[config.mk]
export PLATFORM = sky130hd
export DESIGN_NAME = sysctl_keyreg
export DESIGN_NICKNAME = d
export VERILOG_FILES = /design/src/rtl/sysctl_pkg.sv /design/src/rtl/sysctl_key_gate.sv /design/src/rtl/sysctl_group_reg.sv /design/src/rtl/sysctl_rstreq_fsm.sv /design/src/rtl/sysctl_keyreg.sv
export SDC_FILE = /design/constraint.sdc
export NUM_CORES = 1
export LEC_CHECK = 0
export ABC_AREA = 1
export ABC_CLOCK_PERIOD_IN_PS = 1700
export BUFFER_PORTS_ARGS = -buffer_cell sky130_fd_sc_hd__buf_2
export CORE_UTILIZATION = 32
export CTS_BUF_LIST = sky130_fd_sc_hd__clkbuf_16
export DETAILED_ROUTE_END_ITERATION = 8
export PLACE_DENSITY_LB_ADDON = 0.12
export SLEW_MARGIN = 20
export SYNTH_ARGS = -nofsm -noshare
export SYNTH_HDL_FRONTEND = slang
export SYNTH_SLANG_ARGS = --single-unit
[constraint.sdc]
create_clock -name clk -period 1.7 [get_ports clk]
set_input_delay 0.34 -clock clk [delete_from_list [all_inputs] [get_ports clk]]
set_output_delay 0.34 -clock clk [all_outputs]
set_load 0.005 [all_outputs]
[src/rtl/sysctl_pkg.sv]
package sysctl_pkg;

    typedef enum logic {
        RQ_IDLE = 1'b0,
        RQ_FIRE = 1'b1
    } rq_state_e;

endpackage

[src/rtl/sysctl_key_gate.sv]
module sysctl_key_gate #(
    parameter int          KEY_W  = 16,
    parameter logic [15:0] WR_KEY = 16'h05FA
) (
    input  logic             wr_en,
    input  logic [KEY_W-1:0] key_in,
    output logic             accept
);

    // A write passes only when the strobe is high and the key matches exactly.
    always_comb begin
        accept = wr_en && (key_in == WR_KEY[KEY_W-1:0]);
    end

endmodule

[src/rtl/sysctl_group_reg.sv]
module sysctl_group_reg #(
    parameter int GRP_W   = 3,
    parameter int GRP_RST = 0
) (
    input  logic             clk,
    input  logic             rst_n,
    input  logic             wr_en,
    input  logic             accept,
    input  logic [GRP_W-1:0] grp_in,
    output logic [GRP_W-1:0] grp_q
);

    always_ff @(posedge clk or negedge rst_n) begin
        if (!rst_n) begin
            grp_q <= GRP_W'(GRP_RST);
        end else if (accept) begin
            grp_q <= grp_in;
        end
    end


    reject_holds_chk: assert property (@(posedge clk) disable iff (!rst_n)
        (wr_en && !accept) |=> $stable(grp_q));


    accept_loads_chk: assert property (@(posedge clk) disable iff (!rst_n)
        accept |=> (grp_q == $past(grp_in)));

endmodule

[src/rtl/sysctl_rstreq_fsm.sv]
module sysctl_rstreq_fsm
    import sysctl_pkg::*;
(
    input  logic clk,
    input  logic rst_n,
    input  logic fire_req,
    output logic req_o
);

    rq_state_e state_q;
    rq_state_e state_d;

    // Next-state logic: arm, retrigger and drop transitions.
    always_comb begin
        state_d = state_q;
        unique case (state_q)
            RQ_IDLE: state_d = fire_req ? RQ_FIRE : RQ_IDLE;
            RQ_FIRE: state_d = fire_req ? RQ_FIRE : RQ_IDLE;
            default: state_d = RQ_IDLE;
        endcase
    end

    always_ff @(posedge clk or negedge rst_n) begin
        if (!rst_n) begin
            state_q <= RQ_IDLE;
        end else begin
            state_q <= state_d;
        end
    end

    // Output decode from the state.
    always_comb begin
        unique case (state_q)
            RQ_IDLE: req_o = 1'b0;
            RQ_FIRE: req_o = 1'b1;
            default: req_o = 1'b0;
        endcase
    end


    pulse_cause_chk: assert property (@(posedge clk) disable iff (!rst_n)
        req_o |-> $past(fire_req));


    pulse_follow_chk: assert property (@(posedge clk) disable iff (!rst_n)
        fire_req |=> req_o);

endmodule

[src/rtl/sysctl_keyreg.sv]
module sysctl_keyreg #(
    parameter int          DATA_W     = 32,
    parameter int          KEY_LSB    = 16,
    parameter int          KEY_W      = 16,
    parameter logic [15:0] WR_KEY     = 16'h05FA,
    parameter logic [15:0] RD_KEY     = 16'hFA05,
    parameter int          GRP_LSB    = 8,
    parameter int          GRP_W      = 3,
    parameter int          GRP_RST    = 0,
    parameter int          RSTREQ_BIT = 2
) (
    input  logic              clk,
    input  logic              rst_n,
    input  logic              wr_en,
    input  logic [DATA_W-1:0] wr_data,
    output logic [DATA_W-1:0] rd_data,
    output logic [GRP_W-1:0]  prio_group,
    output logic              sys_rst_req
);

    localparam int KEY_MSB = KEY_LSB + KEY_W - 1;
    localparam int GRP_MSB = GRP_LSB + GRP_W - 1;

    logic accept;
    logic fire_req;
    logic unused_wbits;

    assign unused_wbits = ^wr_data;

    sysctl_key_gate #(
        .KEY_W  (KEY_W),
        .WR_KEY (WR_KEY)
    ) u_gate (
        .wr_en  (wr_en),
        .key_in (wr_data[KEY_MSB:KEY_LSB]),
        .accept (accept)
    );

    sysctl_group_reg #(
        .GRP_W   (GRP_W),
        .GRP_RST (GRP_RST)
    ) u_group (
        .clk    (clk),
        .rst_n  (rst_n),
        .wr_en  (wr_en),
        .accept (accept),
        .grp_in (wr_data[GRP_MSB:GRP_LSB]),
        .grp_q  (prio_group)
    );

    assign fire_req = accept && wr_data[RSTREQ_BIT];

    sysctl_rstreq_fsm u_rq (
        .clk      (clk),
        .rst_n    (rst_n),
        .fire_req (fire_req),
        .req_o    (sys_rst_req)
    );

    // Read word: key constant on top, group field in place, everything else 0.
    always_comb begin
        rd_data = '0;
        rd_data[KEY_MSB:KEY_LSB] = RD_KEY[KEY_W-1:0];
        rd_data[GRP_MSB:GRP_LSB] = prio_group;
    end


    bad_key_no_pulse_chk: assert property (@(posedge clk) disable iff (!rst_n)
        (wr_en && wr_data[KEY_MSB:KEY_LSB] != WR_KEY[KEY_W-1:0]
            && !sys_rst_req) |=> !sys_rst_req);


    group_readback_chk: assert property (@(posedge clk) disable iff (!rst_n)
        $past(prio_group) == $past(rd_data[GRP_MSB:GRP_LSB]));

endmodule

---- Word level (Yosys, flattened, before mapping) ----
Index checks and enable logic that the tools add are counted.
cells by class
  reduce and logical (&&, ||, !) cells .... 2
  bitwise gates (word level) .............. 1
  equality and inequality tests ........... 1
  mux-type cells .......................... 2
operators by type and width
  kind                                                                      number
  16-bit by 11-bit equality test with 1-bit output (second input constant)  1
  1-bit logical AND                                                         2
  1-bit case mux with 2 select lines                                        1
  1-bit 2-to-1 mux                                                          1
  1-bit inverter                                                            1
word-level totals
  word-level logic and storage cells ...... 8
  input port bits ......................... 35
  output and inout bits ................... 36
  register bits ........................... 4

---- Logic depth before layout (Yosys ltp) ----
  word-level depth ........................ 4
  mapped depth ............................ 7
  depth with buffers taken out ............ 7

---- Cells and area by module ----
A second synthesis with hierarchy kept.
second synthesis, totals
  cells, all modules ...................... 70
  area total of the unflattened synthesis .. 473.0 um2
by module, submodules not included
  module             instances  cells each  area an instance (um2)  seq. area each (um2)
  sysctl_keyreg      1          36          255.2                   0.0
  sysctl_group_reg   1          13          112.6                   75.1
  sysctl_key_gate    1          20          80.1                    0.0
  sysctl_rstreq_fsm  1          1           25.0                    25.0

---- Worst setup path before layout ----
OpenSTA, ideal clock, no wires.
  path type ............................... input port to flip-flop
  from .................................... input port wr_data[25]
  to ...................................... register u_group.grp_q[0]
  setup slack ............................. 673 ps
  required time ........................... 1583 ps
  data arrival time ....................... 910 ps
  cell stages on the path ................. 5
  path through ............................ or2_4 > nor2_8 > nand3_4 > nand2_1 > nand2_1
on the way
  word-level cells in the longest chain between the ends .. 2
ends and longest elaborated chain
  element                                           line                    RTL
  start, declared                                   sysctl_keyreg.sv:15     input logic [DATA_W-1:0] wr_data,
  16-bit by 11-bit equality test with 1-bit output  sysctl_key_gate.sv:12   accept = wr_en && (key_in == WR_KEY[KEY_W-1:0]);
  1-bit logical AND                                 sysctl_key_gate.sv:12
  end signal, assigned                              sysctl_group_reg.sv:15  grp_q <= GRP_W'(GRP_RST);
  end signal, assigned                              sysctl_group_reg.sv:17  grp_q <= grp_in;
  end, declared                                     sysctl_group_reg.sv:10  output logic [GRP_W-1:0] grp_q
No other way between the ends.
A chain may end at the register's enable or synchronous reset.

---- Worst setup path after layout ----
  from .................................... register u_group.grp_q[1]
  to ...................................... output port rd_data[9]
RTL lines
  element        line                 RTL
  end, declared  sysctl_keyreg.sv:16  output logic [DATA_W-1:0] rd_data,
No word-level cell between the ends.

==> results.toml <==
[yosys]
syn-instance-count = 65
ys_ff_latch = 4
ys_seq_area_share_pct = 19.7
yosys.area.top_type = "buf_4"
syn_area_um2 = 509
ys_top_cells_by_area = "buf_4, dfrtp_1, nand2_1"
yosysTopAreaCellShare_pct = 47.2
synth_cell_types = 13
syn_area_per_cell_um2 = 7.83
yosys_warnings = 0

[worst_setup_path]
endpoint_kind = "output port"
worst-path-buf-inv = 1
required_ns = 1.36
cp_cell_sequence = "buf_2"
worstPathArrival_ns = 0.74
cp-start-kind = "flip-flop"
crit_type = "reg -> out"
cp_slowest_cell = "dfrtp_1"
crit_family = "flip-flops"
cp_max_fo = 3
cp_slowest_stage_delay_ns = 0.38

[power]
peakVddDrop_mv = 0.330
power_leakage_nw = 0.412
cellPowerDensity_nw_per_um2 = 833

[global_routing]
antenna_found_initial = 0
grt_remaining_overflow = 0
grt_pass1_wl_mm = 1.13
grtUsageTotal_pct = 9.23
grt_start_max_net_pins = 5
grt_pass1_vias = 302

[cts]
cts_buffer_depth = 2
cts.clk_slew.worst_paths_ns = 0.03
cts.sinks = 4
cts_made_buffers = 3
cts_root_buf = "clkbuf_16"
insertion_delay_ns = 0.22
tritoncts = "done"
h-tree-depth = 1

[finish]
drive_gt1_share_pct = 41.9
diodes = 0
area_delta_synth_final_pct = 21.9
fin_cells = 109
post-route-util_pct = 41.7
nFillCells = 170
layout_common_cells = "conb_1, buf_2, nand2_1"
fin_nets = 130

[sta]
layout_min_cycle_time_ns = 1.08
hold_violations = 0
clock-skew-final_ns = 0
setup_viol = 0
slew_viol_final = 0
fin_setup_tns_ns = 0
rsz0062_at_grt = "no"
fmax_mhz = 930
finalCritPeriodShare_pct = 63.3

[run]
maxCapViolations = 0

[detailed_routing]
dr.pass1.iters = 4
drt_wl_total_um = 698
drt-vias-per-instance = 3.49
antenna_left = 0
first_iter_violations = 2
num_vias = 380
drc = 0
routedWlPerCell_um = 6.40

[floorplan]
core-area_um2 = 1490
io_pins = 71
die_h_um = 41.9
dieArea_um2 = 1750
initial_utilization_pct = 34.2
row_count = 14
die_x_um = 41.9

[placed_design]
dp_cells = 105
portBuffers = 29
dpl.hpwl_um = 619
gp_congestion = 0.653

[hold_path]
hold_class = "in -> reg"

[outcome]
status = "finished clean"
## layout make-up
class | count | area (um^2) | share of cell area [%]
multi-input cells | 52 | 255 | 41.1
repair buffers | 30 | 155 | 25.0
flip-flops and latches | 4 | 100 | 16.1
clock buffers | 3 | 75.1 | 12.1
well taps | 16 | 20.0 | 3.23
inverters | 4 | 15.0 | 2.42
## flip-flops by register name (all words and copies together), names as in the netlist
| signal | cells |
|---|---|
| u_rq.state_q | 1 |
| u_group.grp_q | 3 |
## cell usage after synthesis, drive strengths merged
master,instances
nand4,4
conb,2
dfrtp,4
buf,32
or2,1
nand2,11
nor2,6
nand3,1
inv,4
## routing by layer
layer	vias to the layer above	GRT usage, %	wire (um)
met2	30	13.1	311
met4	0	9.68	23
met3	3	3.91	82
met5	-	0	0
li1	195	-	-
met1	152	9.73	281
## cell families (layout without fill, tap and decap cells)
| kind of cell | count (synthesis) | count (layout) | share of synthesized area (%) |
|---|---|---|---|
| buf+inv | 36 | 37 | 50.1 |
| flops | 4 | 4 | 19.7 |
| other cells | 2 | 29 | 1.47 |
| simple gates | 23 | 23 | 28.7 |
## worst paths after layout
kind                                  startpoint          endpoint  slack (ns)  depth (start not counted)
worst min-delay path                  wr_data[2]      u_rq.state_q        0.34                          3
max in group asynchronous                  rst_n      u_rq.state_q        1.14                          2
worst max register to register  u_group.grp_q[1]  u_group.grp_q[1]        1.09                          2
min in group asynchronous                  rst_n  u_group.grp_q[1]        0.45                          2
worst min register to register  u_group.grp_q[0]  u_group.grp_q[0]        0.48                          2
worst max-delay path            u_group.grp_q[1]        rd_data[9]        0.62                          1
## what timing repair did
item | CTS | global route
endpoints found under the setup margin | 0 | 0
resized for setup | 0 | 0
hold buffers | 1 | 0
hold endpoints to repair | 4 | 0
setup buffers | 0 | 0
## through the flow
step / worst slack [ns] / instance area [um^2] / power [mW] / hold slack (ns)
floorplan: 0.673 / 611 / 0.173 / 0.0444
detailed placement: 0.533 / 536 / 0.150 / 0.146
CTS: 0.617 / 621 / 0.523 / 0.339
global placement: 0.539 / 536 / 0.150 / 0.146
finish: 0.625 / 621 / 0.517 / 0.338
global route: 0.594 / 621 / 0.540 / 0.347
## power breakdown
part           leakage [nW]  switching, mW  internal, mW
clock                0.0370         0.0650         0.300
sequential           0.0559      0.0000169        0.0959
combinational         0.319         0.0315        0.0241
total                 0.412         0.0965         0.420
(Power assumes the default switching activity.)
